File: src/rtl/sc_tx_pkg.sv
package sc_tx_pkg;
  localparam int FRAME_BITS   = 10;
  localparam int SLOT_W       = $clog2(FRAME_BITS);
  localparam int BACKOFF_ETUS = 2;

  typedef enum logic [2:0] {
    ST_IDLE,
    ST_SEND,
    ST_GUARD,
    ST_BACKOFF,
    ST_DONE
  } tx_state_e;
endpackage

File: src/rtl/sc_etu_timer.sv
module sc_etu_timer #(
  parameter int ETU_CYCLES = 372
) (
  input  logic clk_i,
  input  logic rst_ni,
  input  logic clr_i,
  input  logic tick_i,
  output logic etu_end_o
);
  localparam int CW = (ETU_CYCLES > 1) ? $clog2(ETU_CYCLES) : 1;
  localparam logic [CW-1:0] LAST = CW'(ETU_CYCLES - 1);

  logic [CW-1:0] cnt_q;

  always_ff @(posedge clk_i or negedge rst_ni) begin
    if (!rst_ni)                 cnt_q <= '0;
    else if (clr_i)              cnt_q <= '0;
    else if (tick_i)             cnt_q <= (cnt_q == LAST) ? '0 : cnt_q + 1'b1;
  end

  assign etu_end_o = tick_i && !clr_i && (cnt_q == LAST);

  assert_cnt_range_R2: assert property (@(posedge clk_i) disable iff (!rst_ni)
    cnt_q <= LAST);
  assert_tick_only_R2: assert property (@(posedge clk_i) disable iff (!rst_ni)
    (!tick_i && !clr_i) |=> $stable(cnt_q));
endmodule

File: src/rtl/sc_frame_build.sv
module sc_frame_build
  import sc_tx_pkg::*;
(
  input  logic                  inverse_i,
  input  logic [7:0]            data_i,
  output logic [FRAME_BITS-1:0] frame_o
);
  logic par;
  assign par = ^data_i;

  assign frame_o[0] = 1'b0;
  for (genvar i = 0; i < 8; i++) begin : g_bit
    assign frame_o[i+1] = inverse_i ? ~data_i[7-i] : data_i[i];
  end
  assign frame_o[FRAME_BITS-1] = inverse_i ? ~par : par;
endmodule

File: src/rtl/sc_char_tx.sv
module sc_char_tx
  import sc_tx_pkg::*;
#(
  parameter int ETU_CYCLES = 372,
  parameter int MAX_RETRY  = 4
) (
  input  logic       clk_i,
  input  logic       rst_ni,
  input  logic       card_tick_i,
  input  logic       clk_present_i,
  input  logic       card_present_i,
  input  logic       start_i,
  input  logic [7:0] data_i,
  input  logic       inverse_i,
  input  logic       io_i,
  output logic       drive_low_o,
  output logic       busy_o,
  output logic       done_o,
  output logic       fail_o
);
  localparam int RW = $clog2(MAX_RETRY + 1);
  localparam logic [SLOT_W-1:0] FRAME_LAST = SLOT_W'(FRAME_BITS - 1);
  localparam logic [SLOT_W-1:0] BACK_LAST  = SLOT_W'(BACKOFF_ETUS - 1);
  localparam logic [RW-1:0]     RETRY_MAX  = RW'(MAX_RETRY);

  tx_state_e             state_q;
  logic [SLOT_W-1:0]     slot_q;
  logic [RW-1:0]         retry_q;
  logic [FRAME_BITS-1:0] frame_q, frame_w;
  logic                  fail_q;
  logic                  etu_end;
  logic                  tmr_clr;

  assign tmr_clr = (state_q == ST_IDLE) || (state_q == ST_DONE);

  sc_etu_timer #(.ETU_CYCLES(ETU_CYCLES)) u_timer (
    .clk_i     (clk_i),
    .rst_ni    (rst_ni),
    .clr_i     (tmr_clr),
    .tick_i    (card_tick_i),
    .etu_end_o (etu_end)
  );

  sc_frame_build u_build (
    .inverse_i (inverse_i),
    .data_i    (data_i),
    .frame_o   (frame_w)
  );

  always_ff @(posedge clk_i or negedge rst_ni) begin
    if (!rst_ni) begin
      state_q <= ST_IDLE;
      slot_q  <= '0;
      retry_q <= '0;
      frame_q <= '0;
      fail_q  <= 1'b0;
    end else begin
      case (state_q)
        ST_IDLE: if (start_i) begin
          if (clk_present_i && card_present_i) begin
            state_q <= ST_SEND;
            slot_q  <= '0;
            retry_q <= '0;
            frame_q <= frame_w;
          end else begin
            state_q <= ST_DONE;
            fail_q  <= 1'b1;
          end
        end
        ST_SEND: if (etu_end) begin
          if (slot_q == FRAME_LAST) begin
            state_q <= ST_GUARD;
            slot_q  <= '0;
          end else begin
            slot_q  <= slot_q + 1'b1;
          end
        end
        ST_GUARD: if (etu_end) begin
          // low at end of guard ETU = receiver error signal
          if (!io_i && retry_q < RETRY_MAX) begin
            state_q <= ST_BACKOFF;
            retry_q <= retry_q + 1'b1;
            slot_q  <= '0;
          end else begin
            state_q <= ST_DONE;
            fail_q  <= !io_i;
          end
        end
        ST_BACKOFF: if (etu_end) begin
          if (slot_q == BACK_LAST) begin
            state_q <= ST_SEND;
            slot_q  <= '0;
          end else begin
            slot_q  <= slot_q + 1'b1;
          end
        end
        ST_DONE: state_q <= ST_IDLE;
        default: state_q <= ST_IDLE;
      endcase
    end
  end

  assign drive_low_o = (state_q == ST_SEND) && !frame_q[slot_q];
  assign busy_o      = (state_q != ST_IDLE);
  assign done_o      = (state_q == ST_DONE);
  assign fail_o      = fail_q;

  assert_no_drive_idle_R8: assert property (@(posedge clk_i) disable iff (!rst_ni)
    drive_low_o |-> busy_o);
  assert_refuse_R8: assert property (@(posedge clk_i) disable iff (!rst_ni)
    (!busy_o && start_i && !(clk_present_i && card_present_i))
      |=> (done_o && fail_o && !drive_low_o));
  assert_done_pulse_R10: assert property (@(posedge clk_i) disable iff (!rst_ni)
    done_o |=> !done_o);
  assert_bit_hold_R2: assert property (@(posedge clk_i) disable iff (!rst_ni)
    (busy_o && !done_o && !etu_end) |=> $stable(drive_low_o));
  assert_ack_ok_R5: assert property (@(posedge clk_i) disable iff (!rst_ni)
    (state_q == ST_GUARD && etu_end && io_i) |=> (done_o && !fail_o));
  assert_fail_bound_R7: assert property (@(posedge clk_i) disable iff (!rst_ni)
    (done_o && fail_o && $past(state_q) == ST_GUARD) |-> (retry_q == RETRY_MAX));
endmodule

File: config.mk
export PLATFORM = sky130hd
export DESIGN_NAME = sc_char_tx
export DESIGN_NICKNAME = d
export VERILOG_FILES = /design/src/rtl/sc_tx_pkg.sv /design/src/rtl/sc_etu_timer.sv /design/src/rtl/sc_frame_build.sv /design/src/rtl/sc_char_tx.sv
export SDC_FILE = /design/constraint.sdc
export NUM_CORES = 1
export LEC_CHECK = 0
export BUFFER_PORTS_ARGS = -buffer_cell sky130_fd_sc_hd__buf_2
export CAP_MARGIN = 0
export CELL_PAD_IN_SITES_DETAIL_PLACEMENT = 1
export CELL_PAD_IN_SITES_GLOBAL_PLACEMENT = 1
export CORE_MARGIN = 5
export CORE_UTILIZATION = 40
export CTS_CLUSTER_SIZE = 14
export DETAILED_ROUTE_END_ITERATION = 8
export PLACE_DENSITY_LB_ADDON = 0.1
export SLEW_MARGIN = 20
export SYNTH_ARGS = -nofsm -noshare
export SYNTH_HDL_FRONTEND = slang
export SYNTH_SLANG_ARGS = --single-unit
File: constraint.sdc
create_clock -name clk_i -period 2 [get_ports clk_i]
set_input_delay 0.4 -clock clk_i [delete_from_list [all_inputs] [get_ports clk_i]]
set_output_delay 0.4 -clock clk_i [all_outputs]
set_load 0.02 [all_outputs]
Yosys cells after proc, flatten, opt, wreduce, memory -nomap -nowiden
Cells that the tools add are included.
{"block": "op_classes", "n_lt_le_gt_ge": 2, "bitwise": 9, "eq_ne": 17, "reduce_logical": 20, "n_addsub": 3, "mux": 42}
{"op": "two-way mux 3 bit", "n": 12}
{"op": "two-way mux 4 bit", "n": 8}
{"op": "two-way mux 9 bit", "n": 3}
{"op": "!= test 2 bit, second input constant", "n": 9}
{"op": "one-hot mux 4 bit (4 select lines)", "n": 1}
{"op": "two-way mux 1 bit", "n": 14}
{"op": "one-hot mux 3 bit (4 select lines)", "n": 1}
{"op": "AND reduction 5 bit", "n": 2}
{"op": "adder 9 x 1 -> 9 bit, second input constant", "n": 1}
{"op": "equality test 9 bit, second input constant", "n": 1}
{"op": "inverter 1 bit", "n": 9}
{"op": "parity 8 bit", "n": 1}
{"op": "AND reduction 7 bit", "n": 1}
{"op": "equality test 3 x 2 -> 1 bit, second input constant", "n": 2}
{"op": "one-hot mux 3 bit (2 select lines)", "n": 1}
{"op": "AND reduction 6 bit", "n": 1}
{"op": "logical AND 1 bit", "n": 5}
{"op": "< comparator 4 x 5 -> 1 bit, second input constant", "n": 1}
{"op": "adder 4 x 1 -> 4 bit, second input constant", "n": 1}
{"op": "binary-select mux 1 bit (select 4 bit)", "n": 1}
{"op": "equality test 4 x 1 -> 1 bit, second input constant", "n": 1}
{"op": "equality test 4 bit, second input constant", "n": 1}
{"op": "nonzero test 2 bit", "n": 2}
{"op": "nonzero test 4 bit", "n": 1}
{"op": "other kinds (11)", "n": 13}
{"block": "word_totals", "register_bits": 29, "in_bits": 16, "elab_cells": 99}

Longest topological paths before layout
Gate-level depths: netlist of run 1.
{"block": "depth", "ltp_word": 7, "ltp_mapped": 7}

By module
From an unflattened synthesis of run 1, not the netlist that was laid out.
{"block": "hier_totals", "hier_cells": 188, "area_unflattened_um2": 1905.6}
{"mod": "sc_char_tx", "cells_per_inst": 105, "area_each_um2": 1203.7, "seq_area_each_um2": 525.5, "n_inst": 1}
{"mod": "sc_etu_timer", "cells_per_inst": 57, "area_each_um2": 513.0, "seq_area_each_um2": 225.2, "n_inst": 1}
{"mod": "sc_frame_build", "cells_per_inst": 26, "area_each_um2": 188.9, "seq_area_each_um2": 0.0, "n_inst": 1}

Worst setup path after synthesis of run 1
OpenSTA, ideal clock, no wires.
{"block": "synth_path", "path_type": "register to output", "start": "reg slot_q[0]", "end": "out drive_low_o", "stages_incl_launch_ff": 6, "t_required_ns": 1.600, "arrival_ns": 1.815, "n_path_buf": 1, "slack_ns": -0.215, "cell_sequence": "dfrtp_1 clkbuf_8 mux4_2 a21oi_1 nor2_1 nor4_1"}
{"block": "synth_via", "elab_chain_len": 4}
{"element": "start: declaration", "line": "sc_char_tx.sv:27", "text": "logic [SLOT_W-1:0] slot_q;"}
{"element": "start signal: assignment", "line": "sc_char_tx.sv:75", "text": "slot_q <= slot_q + 1'b1;"}
{"element": "start signal: assignment", "line": "sc_char_tx.sv:94", "text": "slot_q <= slot_q + 1'b1;"}
{"element": "binary-select mux 1 bit (select 4 bit)", "line": "sc_char_tx.sv:103", "text": "assign drive_low_o = (state_q == ST_SEND) && !frame_q[slot_q];"}
{"element": "two-way mux 1 bit (not written as such)", "line": "sc_char_tx.sv:103"}
{"element": "zero test 1 bit", "line": "sc_char_tx.sv:103"}
{"element": "logical AND 1 bit", "line": "sc_char_tx.sv:103"}
{"element": "end: declaration", "line": "sc_char_tx.sv:16", "text": "output logic drive_low_o,"}
No other way between the ends. The select of a mux whose other input is x is not followed.

Worst setup path in the final report of run 1
Ends and elaborated chain as after synthesis.

==> key figures, run 1 <==
Synthesis
  – Xor and xnor fraction of the mapped netlist area: 5.42%
  – Synthesized Nets: 216
  – Synth top area cells: dfrtp_1 41%, o21ai_0 5.6%, nand2_1 5.5%
  – Post-synthesis compound-gate area fraction: 20.8%
  – Syn_area_per_cell: 9.07 um^2
  – Top cell type's share of synthesized area: 40.8%
  – Register area share after synthesis: 40.8%
  – Top_reg_cell synth: dfrtp_1
  – Most common cell in the synthesized netlist: dfrtp_1
  – Yosys reg bits: 29
  – Post-synthesis adder-cell area fraction: 2.81%
  – Mux contribution to synthesized area: 5.21%
  – Combinational family with the most area after synthesis: compound AO/OA/AOI/OAI gates
  – Synth Cell Area: 1780 um^2
  – Yosys warns: 0
  – EDFF count, synth: 0
  – Largest area contributor in the netlist: dfrtp_1
  – Post-synth cell types: 46
  – Ys async rst share: 100%
  – Commonest cells post-synth: 29 x dfrtp_1, 26 x nand2_1, 20 x o21ai_0, 13 x nor2_1, 12 x inv_1
  – Synth Area in Simple Gates: 19.1%
  – Syn Inst Count: 196

Critical path
  – Crit-path cells: mux4_2 > a21oi_2 > nor2_1 > nor4_2 > buf_4
  – CP startpoint kind: flop
  – Worst R2R End: state_q[0]$_DFFE_PN0P_
  – CP max stage delay: 0.52 ns
  – Worst reg2reg setup slack: 0.11 ns
  – Worst Setup End Kind: output pin
  – CP max-delay cell: mux4_2
  – WP data arrival: 1.65 ns
  – Required time of the critical path: 1.60 ns
  – CP Max Fanout: 2
  – Reg2reg start: u_timer.cnt_q[2]$_DFFE_PN0P_
  – Critical path class: reg2out
  – Reg2Reg Depth: 6

Die
  – Height of the die: 76.7 um
  – Chip Width: 76.7 um
  – Core area: 4320 um^2
  – Die area: 5880 um^2
  – Initial Utilization: 41.1%
  – # IOs: 20
  – Core Rows: 24

Clock tree
  – CTS tree: built
  – Total CTS buffers: 5
  – Clk pin slew, worst setup/hold paths: 0.06 ns
  – CTS root buffer: clkbuf_8
  – H-tree depth: 2
  – TritonCTS sink count: 29
  – Max clock buf depth: 2
  – Later-pin clock latency in the skew report: 0.27 ns

STA
  – Worst setup margin: -0.0495 ns
  – Fin. max-slew vios: 0
  – Final period util: 102%
  – Final Skew: 0.00478 ns
  – Setup TNS: -0.0495 ns
  – Hold Fails Final Rpt: 0
  – RSZ-0062 raised after global routing: yes
  – Min cycle time layout: 2.05 ns
  – Setup violations, final: 1
  – Fmax: 488 MHz
  – Worst slew margin: 56.2%
  – Least-Margin Pin Slew: 0.657 ns

Detailed routing
  – Drt drc: 0
  – Drt via density: 5.51
  – Final WL: 4.36 mm
  – Antenna-violating nets left: 0
  – TritonRoute pass-1 iters: 4
  – Routed vias: 1,537
  – WL per Instance: 15.6 um
  – Detailed Route Iter0 Violations: 76

Power
  – Power Internal: 1.34 mW
  – Psw: 0.788 mW
  – Sw Ratio: 37.0%
  – Pwr Density: 1020 nW/um^2
  – Max IR drop VDD: 0.448 mV
  – Comb pwr share: 37.3%
  – Clk network pwr share: 22.4%
  – Flop pwr share: 40.3%
  – Leakage power: 0.948 nW

Status
  – Failing checks: negative setup slack
  – Status: complete, but fails checks

Global routing
  – Met2 usage: 27.7%
  – GRT Util Overall: 15.7%
  – First-pass GRT wire length: 7.60 mm
  – GRT overflow: 0
  – Met1 GRT Util: 19.0%
  – Initial antenna violation count: 0
  – Via count of the first global-routing pass: 1,621
  – GRT Max-Usage Layer: met2
  – Largest net degree at the start of global routing: 30
  – Met3 usage: 4.22%

Finish
  – P&R area growth vs syn: 18.0%
  – Fillers: 506
  – Share of cells above drive strength 1: 25.6%
  – Fin util: 48.5%
  – Ant diodes: 0
  – Final #Nets: 247

Placed design
  – Post-DP HPWL: 3.35 mm
  – IO Port Bufs: 19
  – GP Congestion: 0.810

Job
  – Maxcap violations: 0

Hold path
  – Worst Hold Class: in2async
how the worst max path moves through the flow:
stage	from	slack [ns]	end
floorplan	slot_q[0]$_DFFE_PN0P_	0.02	drive_low_o
global placement	u_timer.cnt_q[2]$_DFFE_PN0P_	0.17	slot_q[3]$_DFFE_PN0P_
detailed placement	u_timer.cnt_q[2]$_DFFE_PN0P_	0.04	slot_q[3]$_DFFE_PN0P_
CTS	slot_q[0]$_DFFE_PN0P_	-0.09	drive_low_o
global route	slot_q[0]$_DFFE_PN0P_	-0.22	drive_low_o
finish	slot_q[0]$_DFFE_PN0P_	-0.05	drive_low_o
worst max-delay path: cells and delay by family, from the launching register on:
family	cells	cell delay [ns]
buffers and inverters	1	0.18
flip-flops	1	0.36
multiplexers	1	0.52
AO/OA/AOI/OAI	1	0.14
AND/OR/NAND/NOR	2	0.19
layer usage:
layer | wire, um | vias up
li1 | - | 753
met1 | 1840 | 763
met2 | 2360 | 16
met3 | 124 | 5
met4 | 32 | 0
met5 | 0 | -
cells by family after synthesis:
group | count (synthesis)
and+or+nand+nor | 67
DFF | 29
adders and majority gates | 4
AOI/OAI and AO/OA | 57
buffers and inverters | 20
muxes | 8
xor gates and xnor gates | 11
cell usage in the layout, fill, tap and decap left out, drive strengths merged, types with 4 or more instances in the layout:
master  instances
a21oi           4
and3            4
buf            32
clkbuf          7
dfrtp          29
ha              4
inv            12
mux2i           7
nand2          26
nand3           7
nor2           13
nor3            4
o21ai          31
o31ai           6
xnor2           9
state kept, by name, summed over array words and instances, names as in the netlist:
register / count
fail_o: 1
u_timer.cnt_q: 9
retry_q: 3
frame_q: 9
state_q: 3
slot_q: 4
layout make-up:
type                    instances  area, um^2  area share, %
multi-input cells             147         981           46.8
inverters                      12        45.0           2.15
flip-flops and latches         29         726           34.6
clock buffers                   7        86.3           4.11
well taps                      52        65.1           3.10
repair buffers                 32         195           9.30
per-stage QoR:
step,cells,hold slack (ns),total power [mW],area [um^2],setup slack [ns]
3_3_place_gp,269,0.463,1.58,1960,0.169
4_1_cts,276,0.174,2.12,2060,-0.0891
5_1_grt,279,0.196,2.29,2100,-0.219
6_report,279,0.154,2.13,2100,-0.0495
3_5_place_dp,269,0.472,1.62,1960,0.0442
2_1_floorplan,196,0.104,1.40,1780,0.0158
power groups by stage:
stage	combinational [mW]	clock [mW]	sequential, mW
after global routing	0.890	0.520	0.879
after floorplan	0.592	0	0.808
after CTS	0.774	0.495	0.852
after detailed placement	0.757	0	0.860
after global placement	0.730	0	0.854
final	0.794	0.478	0.858
what timing repair did:
item / in CTS / in global routing
setup buffers: 0 / 3
pin swaps: 1 / 0
hold endpoints to repair: 0 / 0
resized for setup: 2 / 6
endpoints found under the setup margin: 1 / 5
hold buffers: 0 / 0
No activity file was read; power rests on OpenSTA's default activity.
==> run 2, diff against run 1 <==
--- a/config.mk
+++ b/config.mk
@@ -9,6 +9,7 @@
 export CAP_MARGIN = 0
 export CELL_PAD_IN_SITES_DETAIL_PLACEMENT = 1
 export CELL_PAD_IN_SITES_GLOBAL_PLACEMENT = 1
+export CORE_ASPECT_RATIO = 1.75
 export CORE_MARGIN = 5
 export CORE_UTILIZATION = 40
 export CTS_CLUSTER_SIZE = 14
==> key figures, run 2 (synthesized netlist as in run 1, its figures left out) <==
Job
  – Maxcap violations: 0 (unchanged)

Die
  – # IOs: 20 (unchanged)
  – Core Rows: 32 (+33%)
  – Initial Utilization: 40.7% (-0.38 points)
  – Core area: 4360 um^2 (+0.93%)
  – Die area: 5930 um^2 (+0.89%)
  – Chip Width: 60.4 um (-21%)
  – Height of the die: 98.2 um (+28%)

STA
  – Fmax: 475 MHz (-2.6%)
  – Worst setup margin: -0.103 ns (-0.0538 ns)
  – Final period util: 105% (+2.7 points)
  – Final Skew: 0.00441 ns (-0.000372 ns)
  – RSZ-0062 raised after global routing: yes
  – Setup violations, final: 1 (unchanged)
  – WHS: 0.149 ns (-0.00520 ns)
  – Min cycle time layout: 2.10 ns (+0.0538 ns)
  – Least-Margin Pin Slew: 0.660 ns (+0.00245 ns)
  – Worst slew margin: 56.0% (-0.16 points)
  – Fin. max-slew vios: 0 (unchanged)
  – Hold Fails Final Rpt: 0 (unchanged)

Clock tree
  – Cts hold-fix bufs: 0 (unchanged)
  – TritonCTS sink count: 29 (unchanged)
  – Total CTS buffers: 5 (unchanged)
  – Later-pin clock latency in the skew report: 0.28 ns (about the same)
  – H-tree depth: 2 (unchanged)
  – CTS root buffer: clkbuf_8
  – Max clock buf depth: 2 (unchanged)
  – CTS tree: built
  – Clk pin slew, worst setup/hold paths: 0.06 ns (about the same)

Global routing
  – Via count of the first global-routing pass: 1,732 (+6.8%)
  – GRT Util Overall: 17.4% (+1.7 points)
  – GRT overflow: 0 (unchanged)
  – Initial antenna violation count: 0 (unchanged)
  – First-pass GRT wire length: 7.93 mm (+4.4%)
  – Largest net degree at the start of global routing: 30 (unchanged)

Critical path
  – Reg2reg start: u_timer.cnt_q[2]$_DFFE_PN0P_
  – WP data arrival: 1.70 ns (+0.05 ns)
  – CP startpoint kind: flop
  – Worst Setup End Kind: output pin
  – Bufs and invs on worst path: 1 (unchanged)
  – CP Max Fanout: 2 (unchanged)
  – CP max-delay cell: mux4_2
  – CP max stage delay: 0.52 ns (about the same)
  – Worst setup startpoint: slot_q[0]$_DFFE_PN0P_
  – Required time of the critical path: 1.60 ns (about the same)
  – CP delay by family, top: multiplexers
  – Crit-path cells: mux4_2 > a21oi_2 > nor2_1 > nor4_2 > buf_4
  – Critical path class: reg2out

Placed design
  – Dpl ws: 0.0340 ns (-0.0102 ns)
  – IO Port Bufs: 19 (unchanged)
  – Cell Area, Placed: 1980 um^2 (+0.70%)
  – GP Congestion: 0.785 (-3.0%)
  – Post-DP HPWL: 3.56 mm (+6.2%)

Detailed routing
  – TritonRoute pass-1 iters: 4 (unchanged)
  – Drt via density: 5.61 (+1.9%)
  – Drt drc: 0 (unchanged)
  – Met1 Routed Length: 1.62 mm (-12%)
  – Routed vias: 1,566 (+1.9%)
  – Detailed Route Iter0 Violations: 60 (-21%)
  – Antenna-violating nets left: 0 (unchanged)
  – Met3 WL: 152 um (+23%)
  – Metal2 WL: 2.64 mm (+12%)
  – Final WL: 4.49 mm (+3.1%)
  – WL per Instance: 16.1 um (+3.1%)
  – Max Used Layer: met4

Status
  – Failing checks: negative setup slack
  – Status: complete, but fails checks

Finish
  – Ant diodes: 0 (unchanged)
  – Final Cell Area: 2100 um^2 (about the same)
  – Largest regs: frame_q (9), u_timer.cnt_q (9), slot_q (4)
  – Commonest non-fill, non-tap cell in the layout: dfrtp_1
  – P&R area growth vs syn: 17.9% (about the same)
  – Final #Nets: 247 (unchanged)
  – Share of cells above drive strength 1: 25.0% (-0.55 points)
  – Commonest cells after routing, fill and taps aside: 29 x dfrtp_1, 26 x nand2_1, 20 x o21ai_0

Power
  – Pwr Density: 1020 nW/um^2 (+0.77%)
  – Leakage power: 0.944 nW (-0.42%)
  – Max IR drop VDD: 0.645 mV (+44%)

Hold path
  – Worst Hold Class: in2async
==> run 2: per-stage QoR <==
stage	util (%)	std cells	total power [mW]	TNS [ns]
after global placement	45.3	270	1.61	0
after detailed placement	45.3	270	1.65	0
final	48.1	279	2.14	-0.103
after CTS	47.4	278	2.15	-0.113
after floorplan	-	196	1.40	0
after global routing	48.1	279	2.31	-0.349
==> run 2: cell type report <==
cell class / instances / area (um^2)
fill: 530 / 2270
sequential: 29 / 726
timing repair buffer: 32 / 203
tap: 51 / 63.8
inverter: 12 / 45.0
multi-input combinational: 147 / 980
clock buffer: 8 / 80.1
==> run 2: what timing repair did <==
item | 4_1_cts | 5_1_grt
hold endpoints to repair | 0 | 0
endpoints found under the setup margin | 1 | 5
pin swaps | 1 | 3
buffers inserted | 0 | 1
gates resized for setup | 4 | 4
==> run 2: final timing paths <==
path                            slack (ns)                            to  cells after the start
worst max-delay path                 -0.10                   drive_low_o                      5
worst min-delay path                  0.15  u_timer.cnt_q[1]$_DFFE_PN0P_                      1
worst max register to register        0.03         slot_q[3]$_DFFE_PN0P_                      5
worst min register to register        0.48        frame_q[6]$_DFFE_PN0P_                      2
min in group clk_i                    0.35            fail_o$_DFFE_PN0P_                      2
max in group asynchronous             1.42  u_timer.cnt_q[0]$_DFFE_PN0P_                      1
==> run 2: where the power goes <==
group / leakage [nW] / internal (mW) / switching (mW) / total [mW]
combinational: 0.523 / 0.368 / 0.466 / 0.834
sequential: 0.382 / 0.724 / 0.125 / 0.849
clock: 0.0395 / 0.247 / 0.215 / 0.462
==> run 2: per-layer routing <==
layer,global-route usage [%],up-vias
met5,0,-
met3,3.04,6
met4,6.14,0
li1,-,757
met2,32.8,30
met1,17.9,773
==> run 3, diff against run 2 <==
--- a/config.mk
+++ b/config.mk
@@ -5,13 +5,14 @@
 export SDC_FILE = /design/constraint.sdc
 export NUM_CORES = 1
 export LEC_CHECK = 0
+export ABC_AREA = 1
 export BUFFER_PORTS_ARGS = -buffer_cell sky130_fd_sc_hd__buf_2
 export CAP_MARGIN = 0
 export CELL_PAD_IN_SITES_DETAIL_PLACEMENT = 1
 export CELL_PAD_IN_SITES_GLOBAL_PLACEMENT = 1
 export CORE_ASPECT_RATIO = 1.75
 export CORE_MARGIN = 5
-export CORE_UTILIZATION = 40
+export CORE_UTILIZATION = 38
 export CTS_CLUSTER_SIZE = 14
 export DETAILED_ROUTE_END_ITERATION = 8
 export PLACE_DENSITY_LB_ADDON = 0.1
==> key figures, run 3 <==
Status
  – Status: completed

Global routing
  – Initial antenna violation count: 0 (unchanged)
  – GRT overflow: 0 (unchanged)
  – First-pass GRT wire length: 8.47 mm (+6.9%)
  – GRT Util Overall: 15.8% (-1.6 points)
  – Via count of the first global-routing pass: 1,923 (+11%)
  – Largest net degree at the start of global routing: 30 (unchanged)

Detailed routing
  – Routed vias: 1,791 (+14%)
  – TritonRoute pass-1 iters: 4 (unchanged)
  – Detailed Route Iter0 Violations: 85 (+42%)
  – Drt drc: 0 (unchanged)
  – Final WL: 4.74 mm (+5.5%)
  – Drt via density: 5.19 (-7.5%)
  – WL per Instance: 13.7 um (-15%)
  – Antenna-violating nets left: 0 (unchanged)

Critical path
  – Critical path class: reg2out
  – Required time of the critical path: 1.60 ns (about the same)
  – WP data arrival: 1.48 ns (-0.22 ns)
  – Worst Setup End Kind: output pin
  – CP startpoint kind: flop
  – CP Max Fanout: 12 (+10)

Synthesis
  – Top cell type's share of synthesized area: 37.8% (-3.0 points)
  – Yosys warns: 0 (unchanged)
  – Yosys reg bits: 29 (unchanged)
  – Post-synth cell types: 32 (-30%)
  – EDFF count, synth: 0 (unchanged)
  – Register area share after synthesis: 37.8% (-3.0 points)
  – Ys async rst share: 100% (unchanged)
  – Syn_area_per_cell: 7.19 um^2 (-21%)
  – Synthesized Nets: 287 (+33%)
  – Synth Cell Area: 1920 um^2 (+8.0%)
  – Synth top area cells: dfrtp_1 38%, nand2_1 16%, inv_1 7.4%
  – Most common cell in the synthesized netlist: nand2_1
  – Largest area contributor in the netlist: dfrtp_1
  – Syn Inst Count: 267 (+36%)
  – Commonest cells post-synth: 83 x nand2_1, 38 x inv_1, 29 x dfrtp_1, 26 x nand3_1, 18 x nor2_1
  – Top_reg_cell synth: dfrtp_1

STA
  – Setup violations, final: 0 (-1)
  – Fin. max-slew vios: 0 (unchanged)
  – RSZ-0062 raised after global routing: no
  – Least-Margin Pin Slew: 0.671 ns (+0.0110 ns)
  – Setup TNS: 0 ns (+0.103 ns)
  – Final period util: 94.1% (-11 points)
  – Fmax: 531 MHz (+12%)
  – Worst slew margin: 55.3% (-0.73 points)
  – Final Skew: 0.00913 ns (+0.00473 ns)
  – Min cycle time layout: 1.88 ns (-0.221 ns)
  – Hold Fails Final Rpt: 0 (unchanged)

Job
  – Maxcap violations: 0 (unchanged)

Finish
  – P&R area growth vs syn: 12.1%
  – Final #Nets: 310 (+26%)
  – Fin util: 43.6% (-4.4 points)
  – Commonest cells after routing, fill and taps aside: 83 x nand2_1, 37 x inv_1, 28 x dfrtp_1
  – Largest regs: frame_q (9), u_timer.cnt_q (9), slot_q (4)
  – Share of cells above drive strength 1: 14.4% (-11 points)
  – Ant diodes: 0 (unchanged)
  – Commonest non-fill, non-tap cell in the layout: nand2_1
  – Fin cells: 345 (+24%)

Die
  – Core Rows: 34 (+6.3%)
  – Initial Utilization: 38.9% (-1.8 points)
  – # IOs: 20 (unchanged)
  – Core area: 4930 um^2 (+13%)
  – Height of the die: 104 um (+6.0%)
  – Chip Width: 63.7 um (+5.5%)
  – Die area: 6630 um^2 (+12%)

Clock tree
  – CTS tree: built
  – Total CTS buffers: 5 (unchanged)
  – Clk pin slew, worst setup/hold paths: 0.07 ns (about the same)
  – Later-pin clock latency in the skew report: 0.28 ns (about the same)
  – TritonCTS sink count: 29 (unchanged)
  – H-tree depth: 2 (unchanged)
  – Buffer count from post-CTS setup fixing: 0 (unchanged)
  – CTS root buffer: clkbuf_8
  – Max clock buf depth: 2 (unchanged)

Power
  – Leakage power: 1.06 nW (+12%)
  – Psw: 1.07 mW (+33%)
  – Sw Ratio: 43.7% (+6.2 points)
  – Comb pwr share: 42.7% (+3.8 points)
  – Clk network pwr share: 18.9% (-2.6 points)
  – Pwr Density: 1140 nW/um^2 (+11%)
  – Flop pwr share: 38.4% (-1.2 points)
  – Power Internal: 1.37 mW (+2.7%)
  – Max IR drop VDD: 0.566 mV (-12%)

Placed design
  – GP Congestion: 0.792 (+0.88%)
  – IO Port Bufs: 19 (unchanged)
  – Post-DP HPWL: 3.86 mm (+8.5%)
  – Post-Place Cells: 337 (+25%)

Hold path
  – Worst Hold Class: in2async
## run 3: final cells by class
class	count	area (um^2)
Fill cell	679	2780
Multi-Input combinational cell	196	1030
Sequential cell	29	727
Inverter	39	149
Timing Repair Buffer	19	95.1
Clock buffer	8	80.1
Tap cell	54	67.6
## run 3: path summary, 6_finish.rpt
| kind | start | to | slack (ns) | cells after the start |
|---|---|---|---|---|
| max in group asynchronous | rst_ni | slot_q[0]$_DFFE_PN0P_ | 1.37 | 1 |
| hold reg to reg | fail_o$_DFFE_PN0P_ | fail_o$_DFFE_PN0P_ | 0.47 | 2 |
| setup reg to reg | u_timer.cnt_q[0]$_DFFE_PN0P_ | slot_q[2]$_DFFE_PN0P_ | 0.36 | 8 |
| min in group clk_i | io_i | fail_o$_DFFE_PN0P_ | 0.41 | 4 |
| hold / removal | rst_ni | fail_o$_DFFE_PN0P_ | 0.16 | 1 |
| setup / recovery | slot_q[0]$_DFFE_PN0P_ | drive_low_o | 0.12 | 6 |
## run 3: through the flow
stage | hold WS [ns] | power (mW) | setup slack (ns) | instance area [um^2]
after global routing | 0.222 | 2.69 | 0.00484 | 2150
after global placement | 0.455 | 1.99 | 0.300 | 2070
after CTS | 0.178 | 2.49 | 0.0775 | 2150
after floorplan | 0.104 | 1.71 | 0.336 | 1920
final | 0.156 | 2.44 | 0.118 | 2150
after detailed placement | 0.463 | 2.01 | 0.277 | 2070
## run 3: what timing repair did
action	4_1_cts	5_1_grt
setup endpoints to repair	1	1
resized for setup	2	2
pin swaps	0	0
hold buffers	0	0
## run 3: cell families (layout without fill, tap and decap cells)
group                      Yosys count  in the layout  synth area share (%)
and+or+nand+nor                    144            144                  35.4
adders and majority gates            4              4                  2.61
DFF                                 29             29                  37.8
xor gates and xnor gates             6              6                  2.74
buffers and inverters               42             66                  8.40
AOI/OAI and AO/OA                   42             42                  13.1
## run 3: metal layers
metal / wire, um / global-route usage (%) / share of wire [%]
met5: 0 / 0 / 0
met4: 76 / 5.35 / 1.6
met1: 1820 / 16.1 / 38
met2: 2700 / 30.5 / 57
met3: 138 / 3.03 / 2.9
## run 3: worst max-delay path: stages, from the launching register on
cell	delay, ns
dfrtp_2	0.48
inv_1	0.10
nand2_1	0.09
nand3_1	0.06
a211oi_1	0.22
nor2_1	0.09
buf_2	0.16
## run 3: power groups by stage
stage / Combinational [mW] / Clock [mW] / Sequential, mW
floorplan: 0.806 / 0 / 0.901
global placement: 1.05 / 0 / 0.937
detailed placement: 1.06 / 0 / 0.947
CTS: 1.07 / 0.487 / 0.939
global route: 1.21 / 0.514 / 0.967
finish: 1.04 / 0.461 / 0.939
